**src/rtl/ialu_pkg.sv**
```systemverilog
package ialu_pkg;

    localparam int IALU_W = 32;

    typedef enum logic [3:0] {
        OP_ADD  = 4'd0,
        OP_SUB  = 4'd1,
        OP_CMP  = 4'd2,
        OP_ASR  = 4'd3,
        OP_LSR  = 4'd4,
        OP_ROT  = 4'd5,
        OP_AND  = 4'd6,
        OP_ANDN = 4'd7,
        OP_NOT  = 4'd8,
        OP_OR   = 4'd9,
        OP_XOR  = 4'd10,
        OP_ABS  = 4'd11,
        OP_MIN  = 4'd12,
        OP_MAX  = 4'd13,
        OP_RSV0 = 4'd14,
        OP_RSV1 = 4'd15
    } ialu_op_e;

    typedef enum logic [2:0] {
        CND_EQ   = 3'd0,
        CND_LT   = 3'd1,
        CND_LE   = 3'd2,
        CND_NEQ  = 3'd3,
        CND_NLT  = 3'd4,
        CND_NLE  = 3'd5,
        CND_RSV0 = 3'd6,
        CND_RSV1 = 3'd7
    } ialu_cond_e;

    typedef struct packed {
        logic z;
        logic n;
        logic v;
        logic c;
    } ialu_flags_t;

    typedef enum logic [1:0] {
        UNIT_ARITH = 2'd0,
        UNIT_SHIFT = 2'd1,
        UNIT_LOGIC = 2'd2,
        UNIT_NONE  = 2'd3
    } ialu_unit_e;

    function automatic ialu_unit_e unit_of(ialu_op_e op);
        case (op)
            OP_ADD, OP_SUB, OP_CMP, OP_ABS, OP_MIN, OP_MAX: return UNIT_ARITH;
            OP_ASR, OP_LSR, OP_ROT:                         return UNIT_SHIFT;
            OP_AND, OP_ANDN, OP_NOT, OP_OR, OP_XOR:         return UNIT_LOGIC;
            default:                                        return UNIT_NONE;
        endcase
    endfunction

endpackage

```
**src/rtl/ialu_arith.sv**
```systemverilog
module ialu_arith
    import ialu_pkg::*;
#(
    parameter int W = IALU_W
) (
    input  logic [W-1:0] a,
    input  logic [W-1:0] b,
    input  ialu_op_e     op,
    input  logic         uns,
    output logic [W-1:0] res,
    output logic         v,
    output logic         c
);
    localparam logic [W-1:0] MOST_NEG = {1'b1, {(W-1){1'b0}}};

    logic [W:0] sum;
    logic [W:0] diff;
    logic       a_lt_b;

    always_comb begin
        sum    = {1'b0, a} + {1'b0, b};
        diff   = {1'b0, a} + {1'b0, ~b} + (W+1)'(1);
        a_lt_b = uns ? (a < b) : ($signed(a) < $signed(b));
        res    = '0;
        v      = 1'b0;
        c      = 1'b0;
        case (op)
            OP_ADD: begin
                res = sum[W-1:0];
                c   = sum[W];
                v   = (a[W-1] == b[W-1]) && (sum[W-1] != a[W-1]);
            end
            OP_SUB, OP_CMP: begin
                res = diff[W-1:0];
                c   = diff[W];
                v   = (a[W-1] != b[W-1]) && (diff[W-1] != a[W-1]);
            end
            OP_ABS: begin
                res = a[W-1] ? (~a + W'(1)) : a;
                v   = (a == MOST_NEG);
            end
            OP_MIN: res = a_lt_b ? a : b;
            OP_MAX: res = a_lt_b ? b : a;
            default: res = '0;
        endcase
    end
endmodule

```
**src/rtl/ialu_shift.sv**
```systemverilog
module ialu_shift
    import ialu_pkg::*;
#(
    parameter int W   = IALU_W,
    parameter int SHW = $clog2(W)
) (
    input  logic [W-1:0]   a,
    input  logic [SHW-1:0] amt,
    input  ialu_op_e       op,
    output logic [W-1:0]   res
);
    logic [2*W-1:0] dbl;

    always_comb begin
        dbl = {a, a} << amt;
        case (op)
            OP_ASR:  res = W'($signed(a) >>> amt);
            OP_LSR:  res = a >> amt;
            OP_ROT:  res = dbl[2*W-1:W];
            default: res = '0;
        endcase
    end
endmodule

```
**src/rtl/ialu_logic.sv**
```systemverilog
module ialu_logic
    import ialu_pkg::*;
#(
    parameter int W = IALU_W
) (
    input  logic [W-1:0] a,
    input  logic [W-1:0] b,
    input  ialu_op_e     op,
    output logic [W-1:0] res
);
    always_comb begin
        case (op)
            OP_AND:  res = a & b;
            OP_ANDN: res = a & ~b;
            OP_NOT:  res = ~a;
            OP_OR:   res = a | b;
            OP_XOR:  res = a ^ b;
            default: res = '0;
        endcase
    end
endmodule

```
**src/rtl/ialu_cond.sv**
```systemverilog
module ialu_cond
    import ialu_pkg::*;
(
    input  ialu_flags_t st,
    input  ialu_cond_e  sel,
    input  logic        uns,
    output logic        hit
);
    logic lt;
    logic le;

    always_comb begin
        lt = uns ? ~st.c : (st.n ^ st.v);
        le = lt | st.z;
        case (sel)
            CND_EQ:  hit = st.z;
            CND_LT:  hit = lt;
            CND_LE:  hit = le;
            CND_NEQ: hit = ~st.z;
            CND_NLT: hit = ~lt;
            CND_NLE: hit = ~le;
            default: hit = 1'b0;
        endcase
    end
endmodule

```
**src/rtl/ialu_core.sv**
```systemverilog
module ialu_core
    import ialu_pkg::*;
#(
    parameter int W   = IALU_W,
    parameter int SHW = $clog2(W)
) (
    input  logic         clk,
    input  logic         rst,
    input  logic [W-1:0] op_a,
    input  logic [W-1:0] op_b,
    input  logic [3:0]   opcode,
    input  logic         uns,
    input  logic         flag_we,
    input  logic [2:0]   cond_sel,
    input  logic         cond_uns,
    output logic [W-1:0] result,
    output logic         res_wr,
    output logic [3:0]   flags,
    output logic         cond_true
);
    localparam logic [W-1:0] MOST_NEG = {1'b1, {(W-1){1'b0}}};

    ialu_op_e    op;
    ialu_unit_e  unit;
    logic [W-1:0] r_arith, r_shift, r_logic;
    logic         v_arith, c_arith;
    ialu_flags_t  nxt, st_q;

    assign op   = ialu_op_e'(opcode);
    assign unit = unit_of(op);

    ialu_arith #(.W(W)) u_arith (
        .a(op_a), .b(op_b), .op(op), .uns(uns),
        .res(r_arith), .v(v_arith), .c(c_arith)
    );

    ialu_shift #(.W(W), .SHW(SHW)) u_shift (
        .a(op_a), .amt(op_b[SHW-1:0]), .op(op), .res(r_shift)
    );

    ialu_logic #(.W(W)) u_logic (
        .a(op_a), .b(op_b), .op(op), .res(r_logic)
    );

    always_comb begin
        case (unit)
            UNIT_ARITH: result = r_arith;
            UNIT_SHIFT: result = r_shift;
            UNIT_LOGIC: result = r_logic;
            default:    result = '0;
        endcase
        res_wr = (unit != UNIT_NONE) && (op != OP_CMP);
        nxt.z  = (result == '0);
        nxt.n  = result[W-1];
        nxt.v  = (unit == UNIT_ARITH) ? v_arith : 1'b0;
        nxt.c  = (unit == UNIT_ARITH) ? c_arith : 1'b0;
    end

    always_ff @(posedge clk) begin
        if (rst)
            st_q <= '0;
        else if (flag_we && unit != UNIT_NONE)
            st_q <= nxt;
    end

    assign flags = st_q;

    ialu_cond u_cond (
        .st(st_q), .sel(ialu_cond_e'(cond_sel)), .uns(cond_uns), .hit(cond_true)
    );

    AST_FLAGS_HOLD: assert property (@(posedge clk) disable iff (rst)
        !flag_we |=> $stable(flags));

    AST_ZERO_TRACK: assert property (@(posedge clk) disable iff (rst)
        (flag_we && opcode < 4'd14) |=> (flags[3] == ($past(result) == '0)));

    AST_UNDEF_QUIET: assert property (@(posedge clk) disable iff (rst)
        (opcode >= 4'd14) |-> (!res_wr && result == '0));

    AST_UNDEF_KEEP: assert property (@(posedge clk) disable iff (rst)
        (opcode >= 4'd14) |=> $stable(flags));

    AST_CMP_NO_WRITE: assert property (@(posedge clk) disable iff (rst)
        (opcode == 4'd2) |-> !res_wr);

    AST_LOGIC_CLEAR_VC: assert property (@(posedge clk) disable iff (rst)
        (flag_we && opcode >= 4'd6 && opcode <= 4'd10) |=> (flags[1:0] == 2'b00));

    AST_ABS_SIGN: assert property (@(posedge clk) disable iff (rst)
        (opcode == 4'd11 && op_a != MOST_NEG) |-> !result[W-1]);

    AST_LSR_TOP_ZERO: assert property (@(posedge clk) disable iff (rst)
        (opcode == 4'd4 && op_b[SHW-1:0] != '0) |-> !result[W-1]);

endmodule

```
**config.mk**
```make
export PLATFORM = sky130hd
export DESIGN_NAME = ialu_core
export DESIGN_NICKNAME = d
export VERILOG_FILES = /design/src/rtl/ialu_pkg.sv /design/src/rtl/ialu_arith.sv /design/src/rtl/ialu_shift.sv /design/src/rtl/ialu_logic.sv /design/src/rtl/ialu_cond.sv /design/src/rtl/ialu_core.sv
export SDC_FILE = /design/constraint.sdc
export NUM_CORES = 1
export LEC_CHECK = 0
export BUFFER_PORTS_ARGS = -buffer_cell sky130_fd_sc_hd__buf_2
export CELL_PAD_IN_SITES_DETAIL_PLACEMENT = 1
export CELL_PAD_IN_SITES_GLOBAL_PLACEMENT = 2
export CORE_MARGIN = 3
export CORE_UTILIZATION = 38
export CTS_BUF_LIST = sky130_fd_sc_hd__clkbuf_16
export DETAILED_ROUTE_END_ITERATION = 8
export GPL_ROUTABILITY_DRIVEN = 0
export PLACE_DENSITY_LB_ADDON = 0.1
export SLEW_MARGIN = 20
export SYNTH_ARGS = -nofsm -noshare
export SYNTH_HDL_FRONTEND = slang
export SYNTH_HIERARCHICAL = 1
export SYNTH_SLANG_ARGS = --single-unit
export TNS_END_PERCENT = 50
```
**constraint.sdc**
```tcl
create_clock -name clk -period 5.8 [get_ports clk]
set_input_delay 0.58 -clock clk [delete_from_list [all_inputs] [get_ports clk]]
set_output_delay 0.58 -clock clk [all_outputs]
set_load 0.03 [all_outputs]
```
Word-level counts from Yosys, hierarchy flattened. Memories as Yosys holds them, arrays and structs flattened. Index checks and enable logic that the tools add are counted.

Register bits: 4. Memory bits (read-only): 32. Bits of input ports: 76. Output and inout port bits: 38. Memories: 1.

Add/subtract/negate cells: 4. Order comparisons: 2. Equality and inequality tests: 27. Shift operators: 3. Muxes and demuxes: 14. Bitwise logic cells: 12. Reduce and logical (&&, ||, !) cells: 9.

Memories: (no name shown) (words 16, width 2, read ports 1, clocked after memory_dff 0, wr ports 0, line ialu_pkg.sv:50) `case (op)`.

Operator list (count): $pmux 32 s5 (2); $pmux 32 s3 (2); $mux 32 (3); $add 32x32->33 (2); $and 32x32->32 (2); $lt 32x32->1 (2); $not 32->32 (2); $shl 64x5->64 (1); $add 33x1->33 const B (1); $add 32x1->32 const B (1); $eq 32x32->1 const B (1); $logic_not 32->1 (1); $or 32x32->32 (1); $shr 32x5->32 (1); $sshr 32x5->32 (1); $xor 32x32->32 (1); $eq 4x4->1 const B (6); $eq 4x3->1 const B (4); $eq 4x2->1 const B (2); $eq 3x2->1 const B (2); $eq 3x3->1 const B (2); $pmux 1 s6 (1); $eq 4x1->1 const B (1); $logic_and 1x1->1 (4); other kinds (17) (25).

Logic depth before layout (Yosys ltp). Gate-level depths: netlist of the first run.

Depth after elaboration: 7. Gate-level depth with buffers: 21.

Cells and area by module. Netlist of the first run, hierarchy kept.

By module, submodules not included: ialu_arith (instances 1, cells an instance 827, area each 5467.7 sq um); ialu_shift (instances 1, cells an instance 509, area each 5022.3 sq um); ialu_logic (instances 1, cells an instance 244, area each 1931.9 sq um); ialu_core (instances 1, cells an instance 239, area each 1779.2 sq um); ialu_cond (instances 1, cells an instance 8, area each 61.3 sq um).

Least setup slack after synthesis of the first run. Ideal clock, no wire load.

Path kind: input to output. From: input op_a[0]. To: output result[20]. Arrival: 4132 ps. Data required time: 5220 ps. Slack: 1088 ps. Stages: 16. Cells stage by stage: inv_1 ha_1 inv_1 fa_1 a211oi_1 o21ai_1 nand4_2 a211oi_2 or4_4 o211ai_4 buf_4 mux2i_1 o22ai_1 nand3b_1 o211a_1 a311oi_1.

Word-level cells in the longest chain between the ends: 5.

RTL lines: from (decl) (line ialu_core.sv:9) `input logic [W-1:0] op_a,`; branches (longest 3 deep; another with $add 32x32->33); $pmux 32 s5 * (line ialu_arith.sv:27) `case (op)`; net r_arith[20] (line ialu_core.sv:25) `logic [W-1:0] r_arith, r_shift, r_logic;`; $pmux 32 s3 * (line ialu_core.sv:46) `case (unit)`; to (decl) (line ialu_core.sv:16) `output logic [W-1:0] result,`.

Mark *: on every way through the listed nets, which the timed path passes.

Final worst setup path of the first run.
From: input op_b[12]. To: output result[25].

Word-level cells in the longest chain between the ends: 5.

RTL lines: from (decl) (line ialu_core.sv:10) `input logic [W-1:0] op_b,`; $not 32->32 / $lt 32x32->1 (equally long branches) (line ialu_arith.sv:22, ialu_arith.sv:23); $add 32x32->33 / $mux 1 (equally long branches) (line ialu_arith.sv:22, ialu_arith.sv:23); $add 33x1->33 (tied with other cells) (line ialu_arith.sv:22) `diff = {1'b0, a} + {1'b0, ~b} + (W+1)'(1);`; $pmux 32 s5 * (line ialu_arith.sv:27); net r_arith[25] (line ialu_core.sv:25); $pmux 32 s3 * (line ialu_core.sv:46).

Mark *: on every way through the listed nets, which the timed path passes. The rest lies on a longest branch.

==> results.sh, run 1 <==
export IMPL_regToRegSetupSlack_ns=5.10
export IMPL_static_leakage_power_nw=6.32
export IMPL_ctsResizeCount=0
export IMPL_worst_margin_pin_slew_ns=1.03
export IMPL_run_status="finished, final reports clean"
export IMPL_worstSetupPathType="input pin to output pin"
export IMPL_antenna_violations_before_repair=1
export IMPL_cts_repair_timing_setup_buffer_count=0
export IMPL_switching_share_pct=59.9
export IMPL_mappedNetlistNets=2002
export IMPL_buffer_ports_inserted=113
export IMPL_power_per_cell_area_mw_per_mm2=117
export IMPL_io_pin_count=114
export IMPL_drtPass1Iterations=6
export IMPL_combined_area_of_all_synthesized_cells_sq_mm=0.0143
export IMPL_pin_count_of_the_biggest_net_entering_global_routing=112
export IMPL_ys_seq_area_share_pct=0.561
export IMPL_layout_min_cycle_time_ns=5.52
export IMPL_flow_area_growth_from_synthesis_pct=6.04
export IMPL_met2WireLength_um=31300
export IMPL_clock_latency_ns=0.23
export IMPL_internal_power_mw=0.711
export IMPL_globalRouteTotalUtil_pct=33.8
export IMPL_clkPwrFrac_pct=6.1
export IMPL_antenna_cells_inserted=0
export IMPL_worstSetupStartpointType="input pin"
export IMPL_grt_setup_unrepaired="no"
export IMPL_numCtsBuffers=3
export IMPL_num_nets_final=2019
export IMPL_ctsLongestPathBuffers=2
export IMPL_dominant_cell_type_by_area_after_synthesis="sky130_fd_sc_hd__mux4_2"
export IMPL_final_fill_count=4513
export IMPL_largest_reg_flops=4
export IMPL_fmax_ghz=0.181
export IMPL_combPwrFrac_pct=92.2
export IMPL_layout_drive_gt1_share_pct=20.4
export IMPL_first_global_vias=15800
export IMPL_cts_tree="done"
export IMPL_cts_max_level=1
export IMPL_synthTopCellsByArea="sky130_fd_sc_hd__mux4_2, sky130_fd_sc_hd__mux2i_1, sky130_fd_sc_hd__ha_1, sky130_fd_sc_hd__a21oi_1, sky130_fd_sc_hd__a221o_1"
export IMPL_synthTopCellsByCount="sky130_fd_sc_hd__mux2i_1, sky130_fd_sc_hd__inv_1, sky130_fd_sc_hd__a21oi_1, sky130_fd_sc_hd__nand2_1, sky130_fd_sc_hd__ha_1"
export IMPL_drt_first_iter_violations=2002
export IMPL_detail_route_vias_per_cell=7.04
export IMPL_final_cycle_utilization_of_the_critical_path_pct=95.1
export IMPL_detailroute_wirelength_met3_um=5120
export IMPL_setup_violations_final=0
export IMPL_residual_drc=0
export IMPL_clkSlewWorstSetupHoldPaths_ns=0.03
export IMPL_initial_core_util_pct=38.8
export IMPL_ant_nets=0
export IMPL_slew_viol_final=0
export IMPL_chipWidth_um=200
export IMPL_post_drt_wl_per_cell_um=30.3
export IMPL_max_vdd_ir_drop_uv=89.3
export IMPL_row_count=70
export IMPL_die_height_um=200
export IMPL_finalHoldViolations=0
export IMPL_avgSynthCellArea_sq_um=7.81
export IMPL_regArea_sq_um=80.1
export IMPL_detail_route_wirelength_um=69900
export IMPL_switching_power_mw=1.06
export IMPL_hold_buffers=0
export IMPL_hold_class="flop to flop"
export IMPL_multiInputGateArea_sq_mm=0.0126
export IMPL_dp_hpwl_um=52100
export IMPL_number_of_register_bits_inferred_by_synthesis=4
export IMPL_finalClockSkew_ns=0
export IMPL_number_of_distinct_library_cells_after_synthesis=113
export IMPL_synth_ff_type="sky130_fd_sc_hd__dfxtp_1"
export IMPL_worst_ep_arrival_time_ns=4.94
export IMPL_maxCapViolCount=0
export IMPL_design_die_area_sq_mm=0.0399
export IMPL_core_sq_mm=0.0368
export IMPL_synth_edf_count=0
export IMPL_global_route_wire_length_before_repair_um=104000
export IMPL_critPathCaptureType="output pin"
export IMPL_drt_met1_wl_um=31100
export IMPL_grt_overflow_total=0
export IMPL_numClockSinks=4
export IMPL_post_route_util_pct=41.1
export IMPL_cts_root_buf="sky130_fd_sc_hd__clkbuf_16"
export IMPL_synth_most_common_cell="sky130_fd_sc_hd__mux2i_1"
export IMPL_slew_headroom_pct=30.8
export IMPL_crit_path_max_fanout=7
export IMPL_worst_r2r_path_depth=2
export IMPL_seqPwrFrac_pct=1.6
export IMPL_dr_max_layer_used="met5"
export IMPL_setup_tns_final_ns=0
export IMPL_synthDominantCellAreaShare_pct=14.8
export IMPL_worst_ep_required_time_ns=5.22
export IMPL_async_flop_share_pct=0
export IMPL_postSynthCellCount=1827
export IMPL_yosys_warnings=6
export IMPL_hold_depth=2
export IMPL_total_vias_in_the_final_route=16300
metrics by stage:
stage          area [sq um]  std cells  setup WS [ns]  total power [mW]  hold WS [ns]
2_1_floorplan         14300       1827           1.09              1.09         0.580
3_3_place_gp          15000       2307          0.394              1.59         0.463
3_5_place_dp          15000       2307          0.373              1.62         0.465
4_1_cts               15100       2310          0.434              1.73         0.470
5_1_grt               15100       2310         0.0377              1.87         0.502
6_report              15100       2310          0.283              1.77         0.466
worst max-delay path, cell delays in order:
cell and delay [ns]:
sky130_fd_sc_hd__buf_2 0.20, sky130_fd_sc_hd__inv_1 0.06, sky130_fd_sc_hd__ha_1 0.39, sky130_fd_sc_hd__buf_4 0.22, sky130_fd_sc_hd__nor3_1 0.40, sky130_fd_sc_hd__nand4b_1 0.19, sky130_fd_sc_hd__nor2_1 0.19, sky130_fd_sc_hd__o21ai_1 0.22
sky130_fd_sc_hd__a31o_1 0.31, sky130_fd_sc_hd__o41a_1 0.36, sky130_fd_sc_hd__xor2_1 0.19, sky130_fd_sc_hd__a221oi_1 0.26, sky130_fd_sc_hd__o221ai_1 0.34, sky130_fd_sc_hd__nor3b_1 0.25, sky130_fd_sc_hd__o21ai_0 0.27, sky130_fd_sc_hd__nand3_1 0.12
sky130_fd_sc_hd__a21o_1 0.20, sky130_fd_sc_hd__buf_2 0.18
cell usage in the layout (no fill, tap or decap), types with 17 or more instances in the layout:
cell                       synthesis  routed
sky130_fd_sc_hd__o21ai_0          85      85
sky130_fd_sc_hd__nor3_1           63      62
sky130_fd_sc_hd__buf_4            17      82
sky130_fd_sc_hd__nor2b_1          17      17
sky130_fd_sc_hd__a22oi_1          29      29
sky130_fd_sc_hd__nand3_1          27      27
sky130_fd_sc_hd__o21a_1           17      17
sky130_fd_sc_hd__nor4_1           18      17
sky130_fd_sc_hd__o221ai_1         21      21
sky130_fd_sc_hd__inv_1           135     135
sky130_fd_sc_hd__a21o_1           22      22
sky130_fd_sc_hd__o211ai_1         20      20
sky130_fd_sc_hd__a21oi_1         118     118
sky130_fd_sc_hd__a221o_1          58      58
sky130_fd_sc_hd__o21bai_1         19      19
sky130_fd_sc_hd__o22ai_1          29      29
sky130_fd_sc_hd__mux2_2           29      29
sky130_fd_sc_hd__buf_2            50     109
sky130_fd_sc_hd__or3_1            17      17
sky130_fd_sc_hd__nand2_1         109     109
sky130_fd_sc_hd__mux4_2           94      94
sky130_fd_sc_hd__ha_1             97      97
sky130_fd_sc_hd__nor2_1           94      94
sky130_fd_sc_hd__o31ai_1          17      17
sky130_fd_sc_hd__mux2i_1         136     136
sky130_fd_sc_hd__and2_1           17      17
sky130_fd_sc_hd__xnor2_1          44      44
sky130_fd_sc_hd__nand2b_1         18      18
metal layers:
metal	vias up	GRT usage, %
met3	113	3.31
met5	-	0
li1	7131	-
met2	747	53.3
met4	2	9.69
met1	8277	49.3
cell families after synthesis:
family / count (synthesis) / share of synthesized area, %
xor+xnor: 57 / 3.50
mux: 262 / 27.2
simple gates: 475 / 17.9
fa+ha+maj: 100 / 8.87
flops: 4 / 0.561
compound gates: 610 / 31.0
buf+inv: 319 / 11.0
final cells by class:
| cell class | instances | area share (%) |
|---|---|---|
| multi-input combinational | 1504 | 83.6 |
| inverter | 136 | 3.38 |
| tap | 468 | 3.87 |
| clock buffer | 3 | 0.496 |
| timing repair buffer | 195 | 8.15 |
| sequential | 4 | 0.529 |
path summary, 6_finish.rpt:
kind	from	end
setup / recovery	op_b[12]	result[25]
hold / removal	flags[0]	flags[0]
setup reg to reg	flags[2]	flags[2]
hold reg to reg	flags[0]	flags[0]
power groups by stage:
stage               sequential [mW]  combinational (mW)  clock, mW
CTS                          0.0291                1.59      0.110
global route                 0.0291                1.73      0.113
global placement             0.0293                1.56          0
floorplan                    0.0307                1.06          0
detailed placement           0.0294                1.59          0
finish                       0.0291                1.64      0.108
No activity file was read; power rests on OpenSTA's default activity.
==> run 2, diff against run 1 <==
Settings changed: CORE_UTILIZATION 38 to 25.
==> run 2 against run 1 <==
  * Worst setup slack improved by 0.028 ns
  * Flip-flop and latch count unchanged
  * Largest power group unchanged
  * Clock skew unchanged
  * Die area increased by 50%
  * Count of clock-buffer cells in the layout unchanged
  * Maximum frequency increased by 0.51%
  * Largest cell class unchanged
==> results.sh, run 2 (synthesis gave the netlist of run 1 again) <==
export IMPL_ant_nets=0
export IMPL_pin_count_of_the_biggest_net_entering_global_routing=112
export IMPL_setup_violations_final=0
export IMPL_design_die_area_sq_mm=0.0600
export IMPL_grt_setup_unrepaired="no"
export IMPL_num_nets_final=2031
export IMPL_core_sq_mm=0.0557
export IMPL_cp_cell_sequence="buf_2 > inv_1 > ha_1 > inv_1 > fa_1 > a211oi_1 > o21ai_1 > a21boi_0 > o21ai_0 > nand2_1 > nand2_1 > a221o_1 > a22oi_1 > o311ai_0 > mux2i_1 > a21oi_1 > a221o_1 > buf_2"
export IMPL_die_height_um=245
export IMPL_buffer_ports_inserted=113
export IMPL_worst_ep_required_time_ns=5.22
export IMPL_switching_share_pct=60.4
export IMPL_finalClockSkew_ns=0
export IMPL_globalRouteTotalUtil_pct=25.1
export IMPL_critPathCaptureType="output pin"
export IMPL_numClockSinks=4
export IMPL_maxCapViolCount=0
export IMPL_post_drt_wl_per_cell_um=30.0
export IMPL_detail_route_vias_per_cell=6.13
export IMPL_worst_r2r_path_depth=2
export IMPL_clock_latency_ns=0.23
export IMPL_flow_area_growth_from_synthesis_pct=9.16
export IMPL_ctsLongestPathBuffers=2
export IMPL_chipWidth_um=245
export IMPL_hold_buffers=0
export IMPL_largest_reg_flops=4
export IMPL_cts_tree="done"
export IMPL_cts_max_level=1
export IMPL_switching_power_mw=1.09
export IMPL_io_pin_count=114
export IMPL_worstSetupStartpointType="input pin"
export IMPL_static_leakage_power_nw=6.38
export IMPL_global_route_wire_length_before_repair_um=114000
export IMPL_run_status="finished, final reports clean"
export IMPL_worst_margin_pin_slew_ns=1.23
export IMPL_seqPwrFrac_pct=1.6
export IMPL_post_route_worst_setup_slack_ns=0.311
export IMPL_worst_ep_arrival_time_ns=4.91
export IMPL_cts_root_buf="sky130_fd_sc_hd__clkbuf_16"
export IMPL_layout_cells_most_common="sky130_fd_sc_hd__mux2i_1"
export IMPL_critPathBufInv=4
export IMPL_detail_route_wirelength_um=78100
export IMPL_antenna_violations_before_repair=0
export IMPL_clkPwrFrac_pct=6.1
export IMPL_layout_min_cycle_time_ns=5.49
export IMPL_finalHoldViolations=0
export IMPL_setup_tns_final_ns=0
export IMPL_hold_depth=2
export IMPL_initial_core_util_pct=25.6
export IMPL_dp_worst_setup_slack_ns=0.302
export IMPL_clkSlewWorstSetupHoldPaths_ns=0.03
export IMPL_antenna_cells_inserted=0
export IMPL_finalHoldWorstSlack_ns=0.468
export IMPL_hold_class="flop to flop"
export IMPL_internal_power_mw=0.716
export IMPL_crit_family="compound AO/OA/AOI/OAI gates"
export IMPL_slew_viol_final=0
export IMPL_residual_drc=0
export IMPL_layout_common_cells="sky130_fd_sc_hd__mux2i_1, sky130_fd_sc_hd__inv_1, sky130_fd_sc_hd__a21oi_1, sky130_fd_sc_hd__nand2_1, sky130_fd_sc_hd__buf_2"
export IMPL_grtUsageMet1_pct=37.3
export IMPL_power_per_cell_area_mw_per_mm2=116
export IMPL_total_vias_in_the_final_route=16000
export IMPL_max_vdd_ir_drop_uv=61.8
export IMPL_layout_drive_gt1_share_pct=20.9
export IMPL_cp_num_cells=18
export IMPL_final_fill_count=6843
export IMPL_drtPass1Iterations=5
export IMPL_use_met3_pct=1.40
export IMPL_dp_hpwl_um=59600
export IMPL_slowest_stage="sky130_fd_sc_hd__o311ai_0"
export IMPL_critical_path_max_stage_delay_ns=0.43
export IMPL_crit_path_max_fanout=4
export IMPL_first_global_vias=15900
export IMPL_numCtsBuffers=3
export IMPL_drt_first_iter_violations=1407
export IMPL_met2_track_utilization_from_global_routing_pct=39.5
export IMPL_worstSetupPathType="input pin to output pin"
export IMPL_final_cycle_utilization_of_the_critical_path_pct=94.6
export IMPL_row_count=86
export IMPL_grt_busiest_layer="met2"
export IMPL_slew_headroom_pct=17.1
export IMPL_fmax_ghz=0.182
export IMPL_combPwrFrac_pct=92.3
export IMPL_grt_overflow_total=0
run 2: tightest hold or removal path, cell delays in order (launching register included):
cell	delay, ns
sky130_fd_sc_hd__dfxtp_1	0.31
sky130_fd_sc_hd__nand2_1	0.06
sky130_fd_sc_hd__a21oi_1	0.05
run 2: layer usage:
layer  wire length [um]  vias up
met2              34300      541
met5                  0        -
met4               2130        0
li1                   -     7152
met3               3750       68
met1              37900     8199
run 2: worst paths after layout:
path / slack (ns) / from / end
worst min register to register: 0.47 / flags[0] / flags[0]
worst max register to register: 5.04 / flags[3] / flags[3]
worst min-delay path: 0.47 / flags[0] / flags[0]
worst max-delay path: 0.31 / op_a[0] / result[22]
run 2: power groups by stage:
stage / Clock [mW] / Combinational, mW / Sequential (mW)
final: 0.111 / 1.67 / 0.0290
after global routing: 0.115 / 1.78 / 0.0291
after CTS: 0.113 / 1.65 / 0.0290
after detailed placement: 0 / 1.64 / 0.0294
after global placement: 0 / 1.63 / 0.0294
after floorplan: 0 / 1.06 / 0.0307
run 2: through the flow:
| step | power [mW] | cell area (sq um) | instances | utilization, % |
|---|---|---|---|---|
| 4_1_cts | 1.79 | 15600 | 2602 | 27.9 |
| 2_1_floorplan | 1.09 | 14300 | 1827 | - |
| 5_1_grt | 1.92 | 15600 | 2602 | 27.9 |
| 3_5_place_dp | 1.67 | 15500 | 2599 | 27.8 |
| 3_3_place_gp | 1.66 | 15500 | 2599 | 27.8 |
| 6_report | 1.81 | 15600 | 2602 | 27.9 |
run 2: cell type report:
type | count | area [sq um] | area share, %
Clock buffer | 3 | 75.1 | 0.482
Inverter | 136 | 510 | 3.28
Multi-Input combinational cell | 1504 | 12600 | 81.2
Sequential cell | 4 | 80.1 | 0.514
Tap cell | 748 | 936 | 6.01
Timing Repair Buffer | 207 | 1320 | 8.49
run 2: repair_timing:
| action | CTS | global route |
|---|---|---|
| buffers inserted | 0 | 0 |
| resized for setup | 0 | 1 |
| setup endpoints to repair | 0 | 1 |
==> run 3, diff against run 2 <==
Settings changed: CORE_MARGIN 3 to unset.
==> run 3 against run 2 <==
  * The flow now finishes with violations (design-rule violations)
  * Die area is 3.2% lower
  * First-iteration DRC count is 6.3% lower
  * Worst setup slack worse by 0.084 ns
  * Clock power hardly changed
  * Design area is 1.2% higher
  * Largest power group unchanged
==> results.sh, run 3 (synthesis gave the netlist of run 1 again) <==
export IMPL_clkSlewWorstSetupHoldPaths_ns=0.03
export IMPL_violations="design-rule violations"
export IMPL_cts_max_level=1
export IMPL_cts_tree="done"
export IMPL_static_leakage_power_nw=6.50
export IMPL_hold_buffers=0
export IMPL_antenna_violations_before_repair=0
export IMPL_first_global_vias=16000
export IMPL_pin_count_of_the_biggest_net_entering_global_routing=112
export IMPL_power_per_cell_area_mw_per_mm2=117
export IMPL_initial_core_util_pct=25.3
export IMPL_layout_cells_most_common="sky130_fd_sc_hd__mux2i_1"
export IMPL_detail_route_wirelength_um=79500
export IMPL_ctsResizeCount=0
export IMPL_post_drt_wl_per_cell_um=30.2
export IMPL_fmax_ghz=0.179
export IMPL_grt_setup_unrepaired="no"
export IMPL_cts_root_buf="sky130_fd_sc_hd__clkbuf_16"
export IMPL_residual_drc=4
export IMPL_finalClockSkew_ns=0
export IMPL_clock_latency_ns=0.23
export IMPL_slew_headroom_pct=26.5
export IMPL_global_route_wire_length_before_repair_um=116000
export IMPL_design_die_area_sq_mm=0.0580
export IMPL_layout_drive_gt1_share_pct=22.0
export IMPL_row_count=87
export IMPL_timing_hold_worst_endpoint="flags[0]"
export IMPL_chipWidth_um=241
export IMPL_flow_area_growth_from_synthesis_pct=10.5
export IMPL_layout_common_cells="sky130_fd_sc_hd__mux2i_1, sky130_fd_sc_hd__inv_1, sky130_fd_sc_hd__buf_4, sky130_fd_sc_hd__a21oi_1"
export IMPL_worstSetupPathType="input pin to output pin"
export IMPL_setup_violations_final=0
export IMPL_numCtsBuffers=3
export IMPL_hold_path_startpoint="flags[0]"
export IMPL_dp_hpwl_um=61200
export IMPL_worst_ep_arrival_time_ns=4.99
export IMPL_cp_cell_sequence="buf_2 > buf_4 > ha_1 > fa_1 > nand2b_1 > a221oi_1 > or4_1 > a21oi_1 > o211ai_1 > nand2_1 > a211oi_1 > o21a_1 > o22ai_1 > buf_4 > nand3b_1 > o211a_1 > a311oi_1 > buf_2"
export IMPL_regToRegSetupSlack_ns=5.00
export IMPL_hold_depth=2
export IMPL_total_vias_in_the_final_route=16200
export IMPL_largest_reg_flops=4
export IMPL_ctsLongestPathBuffers=2
export IMPL_buffer_ports_inserted=113
export IMPL_finalHoldViolations=0
export IMPL_critPathCaptureType="output pin"
export IMPL_hold_class="flop to flop"
export IMPL_numClockSinks=4
export IMPL_multiInputGateArea_sq_mm=0.0126
export IMPL_final_fill_count=6868
export IMPL_run_status="complete, but fails checks"
export IMPL_cts_repair_timing_setup_buffer_count=0
export IMPL_slowest_stage="sky130_fd_sc_hd__or4_1"
export IMPL_drt_first_iter_violations=1319
export IMPL_drtPass1Iterations=7
export IMPL_max_vdd_ir_drop_uv=69.5
export IMPL_grt_overflow_total=0
export IMPL_crit_path_max_fanout=13
export IMPL_detail_route_vias_per_cell=6.14
export IMPL_num_nets_final=2056
export IMPL_worst_margin_pin_slew_ns=1.09
export IMPL_finalPower_mw=1.84
export IMPL_worst_r2r_path_depth=2
export IMPL_io_pin_count=114
export IMPL_slew_viol_final=0
export IMPL_worst_r2r_endpoint="flags[3]"
export IMPL_core_sq_mm=0.0564
export IMPL_die_height_um=241
export IMPL_setup_tns_final_ns=0
export IMPL_worst_ep_required_time_ns=5.22
export IMPL_worstSetupStartpointType="input pin"
export IMPL_reg2reg_from="flags[3]"
export IMPL_ant_nets=0
export IMPL_final_cycle_utilization_of_the_critical_path_pct=96.1
export IMPL_critical_path_max_stage_delay_ns=0.48
export IMPL_regArea_sq_um=80.1
export IMPL_globalRouteTotalUtil_pct=27.0
export IMPL_layout_min_cycle_time_ns=5.57
export IMPL_maxCapViolCount=0
-- run 3: per-stage QoR --
stage / area (sq um) / setup WS (ns) / cells / hold WS (ns) / utilization (%)
6_report: 15800 / 0.226 / 2636 / 0.479 / 28.0
5_1_grt: 15800 / 0.0369 / 2635 / 0.501 / 27.9
2_1_floorplan: 14300 / 1.09 / 1827 / 0.580 / -
3_3_place_gp: 15700 / 0.163 / 2632 / 0.468 / 27.8
3_5_place_dp: 15700 / 0.152 / 2632 / 0.479 / 27.8
4_1_cts: 15700 / 0.151 / 2635 / 0.483 / 27.9
-- run 3: final cells by class --
type,instances,share of cell area (%)
repair buffers,232,9.50
flip-flops and latches,4,0.508
multi-input cells,1504,80.3
clock buffers,3,0.476
diodes,1,0.0159
well taps,756,6.00
inverters,136,3.24
-- run 3: worst max-delay path by stage --
stage / start / to / slack (ns) / cells after the start
6_report: op_a[0] / result[20] / 0.23 / 18
5_1_grt: op_a[0] / result[20] / 0.04 / 18
4_1_cts: op_b[14] / result[29] / 0.15 / 17
2_1_floorplan: op_a[0] / result[20] / 1.09 / 16
3_5_place_dp: op_b[14] / result[29] / 0.15 / 17
3_3_place_gp: op_b[14] / result[29] / 0.16 / 17
-- run 3: power breakdown --
| group | internal (mW) | switching, mW |
|---|---|---|
| sequential | 0.0284 | 0.000643 |
| combinational | 0.615 | 1.09 |
| clock | 0.0886 | 0.0245 |
| total | 0.732 | 1.11 |
-- run 3: layer usage --
layer  part of all wire [%]  global-route usage [%]
met1                     48                    40.3
met2                     45                    42.9
met3                    4.7                   0.926
met4                    1.9                    5.10
met5                      0                       0
-- run 3: critical path, delay by kind of cell --
kind / cells / cell delay (ns)
simple gates: 4 / 0.82
buf+inv: 4 / 0.82
fa+ha+maj: 2 / 0.69
compound gates: 8 / 2.07
